## config.mk

```make
export PLATFORM = sky130hd
export DESIGN_NAME = simd_add_unit
export DESIGN_NICKNAME = d
export VERILOG_FILES = /design/src/rtl/simd_add_pkg.sv /design/src/rtl/simd_lane_alu.sv /design/src/rtl/simd_lane_bank.sv /design/src/rtl/simd_add_unit.sv
export SDC_FILE = /design/constraint.sdc
export NUM_CORES = 2
export LEC_CHECK = 0
export BUFFER_PORTS_ARGS = -buffer_cell sky130_fd_sc_hd__buf_2
export CORE_MARGIN = 2
export CORE_UTILIZATION = 50
export DETAILED_ROUTE_END_ITERATION = 7
export PLACE_DENSITY = 0.8
export SYNTH_ARGS = -nofsm -noshare
export SYNTH_HDL_FRONTEND = slang
export SYNTH_SLANG_ARGS = --single-unit
```

## constraint.sdc

```tcl
create_clock -name clk -period 4.5 [get_ports clk]
set_input_delay 0.675 -clock clk [delete_from_list [all_inputs] [get_ports clk]]
set_output_delay 0.675 -clock clk [all_outputs]
set_load 0.01 [all_outputs]
```

## src/rtl/simd_add_pkg.sv

```systemverilog
package simd_add_pkg;

    typedef enum logic [2:0] {
        OP_WRAP  = 3'd0,
        OP_USAT  = 3'd1,
        OP_SSAT  = 3'd2,
        OP_AVG   = 3'd3,
        OP_CARRY = 3'd4
    } op_e;

    typedef enum logic [1:0] {
        LW_BYTE = 2'd0,
        LW_HALF = 2'd1,
        LW_WORD = 2'd2
    } lane_w_e;

    localparam int NUM_LANE_WIDTHS = 3;
    localparam int BASE_LANE_W     = 8;

    function automatic logic op_is_legal(input logic [2:0] m, input logic [1:0] w);
        logic ok;
        ok = (w <= LW_WORD) && (m <= OP_CARRY);
        if (m == OP_CARRY && w != LW_WORD)
            ok = 1'b0;
        return ok;
    endfunction

    function automatic logic op_can_saturate(input logic [2:0] m);
        return (m == OP_USAT) || (m == OP_SSAT);
    endfunction

endpackage

```

## src/rtl/simd_lane_alu.sv

```systemverilog
module simd_lane_alu
    import simd_add_pkg::*;
#(
    parameter int LANE_W = 8
) (
    input  logic [2:0]        op,
    input  logic [LANE_W-1:0] x,
    input  logic [LANE_W-1:0] y,
    output logic [LANE_W-1:0] res,
    output logic              clamp
);
    localparam logic [LANE_W-1:0] U_MAX = {LANE_W{1'b1}};
    localparam logic [LANE_W-1:0] S_MAX = {1'b0, {(LANE_W-1){1'b1}}};
    localparam logic [LANE_W-1:0] S_MIN = {1'b1, {(LANE_W-1){1'b0}}};

    logic [LANE_W:0]   sum_ext;
    logic [LANE_W:0]   avg_ext;
    logic [LANE_W-1:0] wrap_v;
    logic              carry_out;
    logic              s_ovf;

    always_comb begin
        sum_ext   = {1'b0, x} + {1'b0, y};
        wrap_v    = sum_ext[LANE_W-1:0];
        carry_out = sum_ext[LANE_W];
        avg_ext   = sum_ext + {{LANE_W{1'b0}}, 1'b1};
        s_ovf     = (x[LANE_W-1] == y[LANE_W-1]) && (wrap_v[LANE_W-1] != x[LANE_W-1]);
    end

    always_comb begin
        res   = '0;
        clamp = 1'b0;
        case (op)
            OP_WRAP: res = wrap_v;
            OP_USAT: begin
                res   = carry_out ? U_MAX : wrap_v;
                clamp = carry_out;
            end
            OP_SSAT: begin
                res   = s_ovf ? (x[LANE_W-1] ? S_MIN : S_MAX) : wrap_v;
                clamp = s_ovf;
            end
            OP_AVG:   res = avg_ext[LANE_W:1];
            OP_CARRY: res = {{(LANE_W-1){1'b0}}, carry_out};
            default:  res = '0;
        endcase
    end
endmodule

```

## src/rtl/simd_lane_bank.sv

```systemverilog
module simd_lane_bank
    import simd_add_pkg::*;
#(
    parameter int DATA_W = 128,
    parameter int LANE_W = 8
) (
    input  logic [2:0]        op,
    input  logic [DATA_W-1:0] va,
    input  logic [DATA_W-1:0] vb,
    output logic [DATA_W-1:0] vr,
    output logic              any_clamp
);
    localparam int N_LANES = DATA_W / LANE_W;

    logic [N_LANES-1:0] lane_clamp;

    for (genvar i = 0; i < N_LANES; i++) begin : g_lane
        // lane 0 is the most significant slice
        localparam int HI = DATA_W - 1 - i * LANE_W;
        simd_lane_alu #(.LANE_W(LANE_W)) u_lane (
            .op    (op),
            .x     (va[HI -: LANE_W]),
            .y     (vb[HI -: LANE_W]),
            .res   (vr[HI -: LANE_W]),
            .clamp (lane_clamp[i])
        );
    end

    assign any_clamp = |lane_clamp;
endmodule

```

## src/rtl/simd_add_unit.sv

```systemverilog
module simd_add_unit
    import simd_add_pkg::*;
#(
    parameter int DATA_W = 128
) (
    input  logic              clk,
    input  logic              rst,
    input  logic              issue_valid,
    input  logic [2:0]        mode,
    input  logic [1:0]        width,
    input  logic [DATA_W-1:0] a,
    input  logic [DATA_W-1:0] b,
    input  logic              sat_clear,
    output logic              result_valid,
    output logic [DATA_W-1:0] result,
    output logic              sat_flag
);
    logic [DATA_W-1:0] bank_res   [NUM_LANE_WIDTHS];
    logic              bank_clamp [NUM_LANE_WIDTHS];

    for (genvar g = 0; g < NUM_LANE_WIDTHS; g++) begin : g_bank
        simd_lane_bank #(
            .DATA_W (DATA_W),
            .LANE_W (BASE_LANE_W << g)
        ) u_bank (
            .op        (mode),
            .va        (a),
            .vb        (b),
            .vr        (bank_res[g]),
            .any_clamp (bank_clamp[g])
        );
    end

    logic              legal;
    logic [DATA_W-1:0] sel_res;
    logic              sat_event;

    always_comb begin
        legal     = op_is_legal(mode, width);
        sel_res   = '0;
        sat_event = 1'b0;
        if (legal) begin
            for (int g = 0; g < NUM_LANE_WIDTHS; g++) begin
                if (width == 2'(g)) begin
                    sel_res   = bank_res[g];
                    sat_event = op_can_saturate(mode) && bank_clamp[g];
                end
            end
        end
    end

    always_ff @(posedge clk) begin
        if (rst) begin
            result_valid <= 1'b0;
            result       <= '0;
            sat_flag     <= 1'b0;
        end else begin
            result_valid <= issue_valid;
            if (issue_valid)
                result <= sel_res;
            sat_flag <= (sat_flag && !sat_clear) || (issue_valid && sat_event);
        end
    end
endmodule

```

==> impl_metrics.ini <==
[power]
leakage_nw = 14.1
switchingPower_w = 0.00447
pwr-share-comb_pct = 67.7
powerDensity_mw_per_mm2 = 246
p_int_w = 0.00421
switching_share_pct = 51.5
power_frac_clock_pct = 17.8
pwr-share-seq_pct = 14.4
vdd_ir_drop_max_v = 0.000349

[global_routing]
grt-ovfl-total = 0
grt_max_degree = 70
grt_pass1_wl_mm = 217
grt.total_usage_pct = 46.0
first_global_vias = 36100
antenna_found_initial = 3

[placement]
routabilityCongestion = 1.03
dp_hpwl_mm = 114
place_inst = 5681
portBuffers = 394

[synthesis]
synth-xor-area-share_pct = 13.4
synth_commonest_cells = nand2_1, a21oi_1, o21ai_0, nor2_1, xnor2_1
synth_top_area_share_pct = 8.77
synthAdderAreaFrac_pct = 7.23
netlist_instances = 4395
synth-seq-area-share_pct = 8.77
yosys.area_share.simple_pct = 25.5
synth-seq-cells = 130
synth_mux_area_share_pct = 0.388
syn_area_sq_mm = 0.0297
yosysMostFrequentCell = nand2_1
synth-edff-count = 0
synth_largest_area_cell = dfxtp_1
async_flop_share_pct = 0
synth_top_family_by_area = compound AO/OA/AOI/OAI gates
yosysWarningCount = 0
yosys_most_used_dff = dfxtp_1
syn_nets = 4823
synth-compound-area-share_pct = 39.5
synth_area_leaders = dfxtp_1, xnor2_1, a21oi_1
yosysUniqueCellTypes = 131
syn_area_per_cell_sq_um = 6.75

[setup_path]
worst_setup_path_end_kind = register
cp_cell_sequence = buf_2, ha_1, inv_1, fa_1, nor2b_1, o31a_1, buf_4, o311ai_4, a221oi_4, nand4_2, nor4_1, buf_4, nand4_1, buf_4, nor4_1, xnor2_1, o21ai_1, a22o_1
critPathKind = in -> reg
max_stage_delay_ns = 0.43
cp.arrival_ns = 4.38
path_delay_family = simple AND/OR/NAND/NOR gates
required_ns = 4.92
crit_cells = 18
crit_slowest_cell = fa_1
crit_fanout = 4
crit_buf_inv = 5
critPathMostFrequentCell = buf_4
critPathLaunchType = input port
ff2ff_path_depth = 3

[floorplan]
chipHeight_microns = 248
dieArea_sq_mm = 0.0613
core_sq_mm = 0.0589
num_rows = 89
fp.dieW_microns = 248
initial_core_util_pct = 50.4
ios = 395

[cts]
htree_levels = 4
clk_pin_slew_ns = 0.08
clk_latency_ns = 0.52
clock-root-buffer = clkbuf_16
cts_setup_buffers = 0
hold_buffers = 0
cts_buffers = 17
cts_resized = 0
ctsLongestPathBuffers = 2
cts_tree = built
clock-sinks = 130

[run_status]
violations = DRC
status = finished, violations left

[route]
drc_errors = 21
wl_met2_mm = 62.0
via_per_inst = 6.98
wirelength_mm = 147
firstDrtPassIters = 8
drt-initial-drc-count = 5548
met1_length_mm = 56.0
ant_nets = 0
num_vias = 39900
top_layer = met5
wire_per_inst_microns = 25.8
route.met3.wl_mm = 18.5

[layout]
areaGrowthSynthToFinish_pct = 18.9
fill_cells = 5687
fin_cells = 5714
fin_util_pct = 59.9
nets = 5355
multi_input_area_sq_mm = 0.0256
drive_above_1_share_pct = 19.8
seq_area_sq_mm = 0.00260

[timing]
hold_violations = 0
skew_ns = 0
rsz0062_at_grt = false
slew_viol_final = 0
tns_ns = 0
fin_crit_sh_pct = 87.9
fmax_ghz = 0.253
period_needed_ns = 3.96
finalSetupViolations = 0
timing.slew.headroom_pct = 24.4
worstMarginPinSlew_ns = 1.13

[hold_path]
hp-class = reg -> reg
hold_depth = 2

[job]
max_cap_viol_count = 0
-- per-stage QoR --
step,instance area (sq um),setup WS (ns),total power (W),hold slack (ns)
after floorplan,29700,0.411,0.00489,0.463
after global placement,34700,0.159,0.00686,0.429
after detailed placement,34700,0.0781,0.00689,0.437
after CTS,35300,0.610,0.00843,0.449
after global routing,35300,0.258,0.00905,0.470
final,35300,0.544,0.00869,0.446
-- layout by cell type (no fill, tap or decap), types with 19 or more instances in the layout --
master | netlist | layout
and2_1 | 50 | 50
nand4_1 | 81 | 81
a22oi_1 | 47 | 47
dfxtp_1 | 130 | 130
o21a_1 | 56 | 56
a32o_1 | 21 | 21
a21boi_0 | 19 | 19
ha_1 | 150 | 150
o2111ai_1 | 22 | 22
a21oi_1 | 438 | 438
xor2_1 | 170 | 170
nor2_1 | 338 | 329
and4_1 | 32 | 32
o221ai_1 | 56 | 56
or3_1 | 30 | 30
a22o_1 | 29 | 29
o31ai_1 | 27 | 27
o211ai_1 | 62 | 62
nand3_1 | 129 | 129
inv_1 | 83 | 83
buf_4 | 10 | 399
nand2_1 | 466 | 464
a221oi_1 | 63 | 63
o22ai_1 | 49 | 49
and3_1 | 43 | 43
nor2b_1 | 39 | 38
a31oi_1 | 53 | 53
nand2b_1 | 29 | 29
nor3_1 | 116 | 115
o21ai_0 | 376 | 376
buf_2 | 66 | 394
o21ai_1 | 41 | 41
nor4_1 | 50 | 50
a21o_1 | 79 | 79
a221o_1 | 24 | 24
or2_2 | 23 | 23
a211oi_1 | 42 | 42
xnor2_1 | 282 | 282
-- power groups by stage --
stage | Combinational (W) | Sequential, W | Clock (W)
after floorplan | 0.00361 | 0.00128 | 0
after global placement | 0.00558 | 0.00128 | 0
after detailed placement | 0.00561 | 0.00127 | 0
after CTS | 0.00564 | 0.00125 | 0.00154
after global routing | 0.00622 | 0.00125 | 0.00157
final | 0.00588 | 0.00125 | 0.00155
-- routing by layer --
layer / track usage (%) / up-vias
met5: 0 / -
met4: 28.5 / 4
met3: 10.8 / 728
met2: 70.6 / 2982
met1: 58.0 / 18400
li1: - / 17800
-- worst reg2reg max path: stages (launching register included) --
cell and delay (ns):
dfxtp_1 0.36, a22o_1 0.24, a2111oi_0 0.41, nor3_1 0.09
-- cell type report --
class                   instances  share of cell area [%]
clock buffers                  17                    1.21
flip-flops and latches        130                    7.37
repair buffers                805                    14.8
clock inverters                15                   0.454
diodes                          1                 0.00709
inverters                      86                   0.915
multi-input cells            3887                    72.6
well taps                     773                    2.74
-- worst paths after layout --
check	startpoint	end	slack (ns)
setup / recovery	a[0]	result[31]$_SDFFE_PP0P_	0.54
hold reg to reg	result[109]$_SDFFE_PP0P_	result[109]$_SDFFE_PP0P_	0.45
setup reg to reg	result[15]$_SDFFE_PP0P_	result[15]$_SDFFE_PP0P_	3.27
hold / removal	result[109]$_SDFFE_PP0P_	result[109]$_SDFFE_PP0P_	0.45
-- registers in the layout (all words and copies together), names as in the netlist --
name          count
result          128
result_valid      1
sat_flag          1
-- cells by family after synthesis --
family | after synthesis
flip-flops | 130
AO/OA/AOI/OAI | 1738
XOR/XNOR | 454
buffers and inverters | 378
adder cells (fa/ha/maj) | 164
multiplexers | 11
AND/OR/NAND/NOR | 1520
No activity file was read; power rests on OpenSTA's default activity.
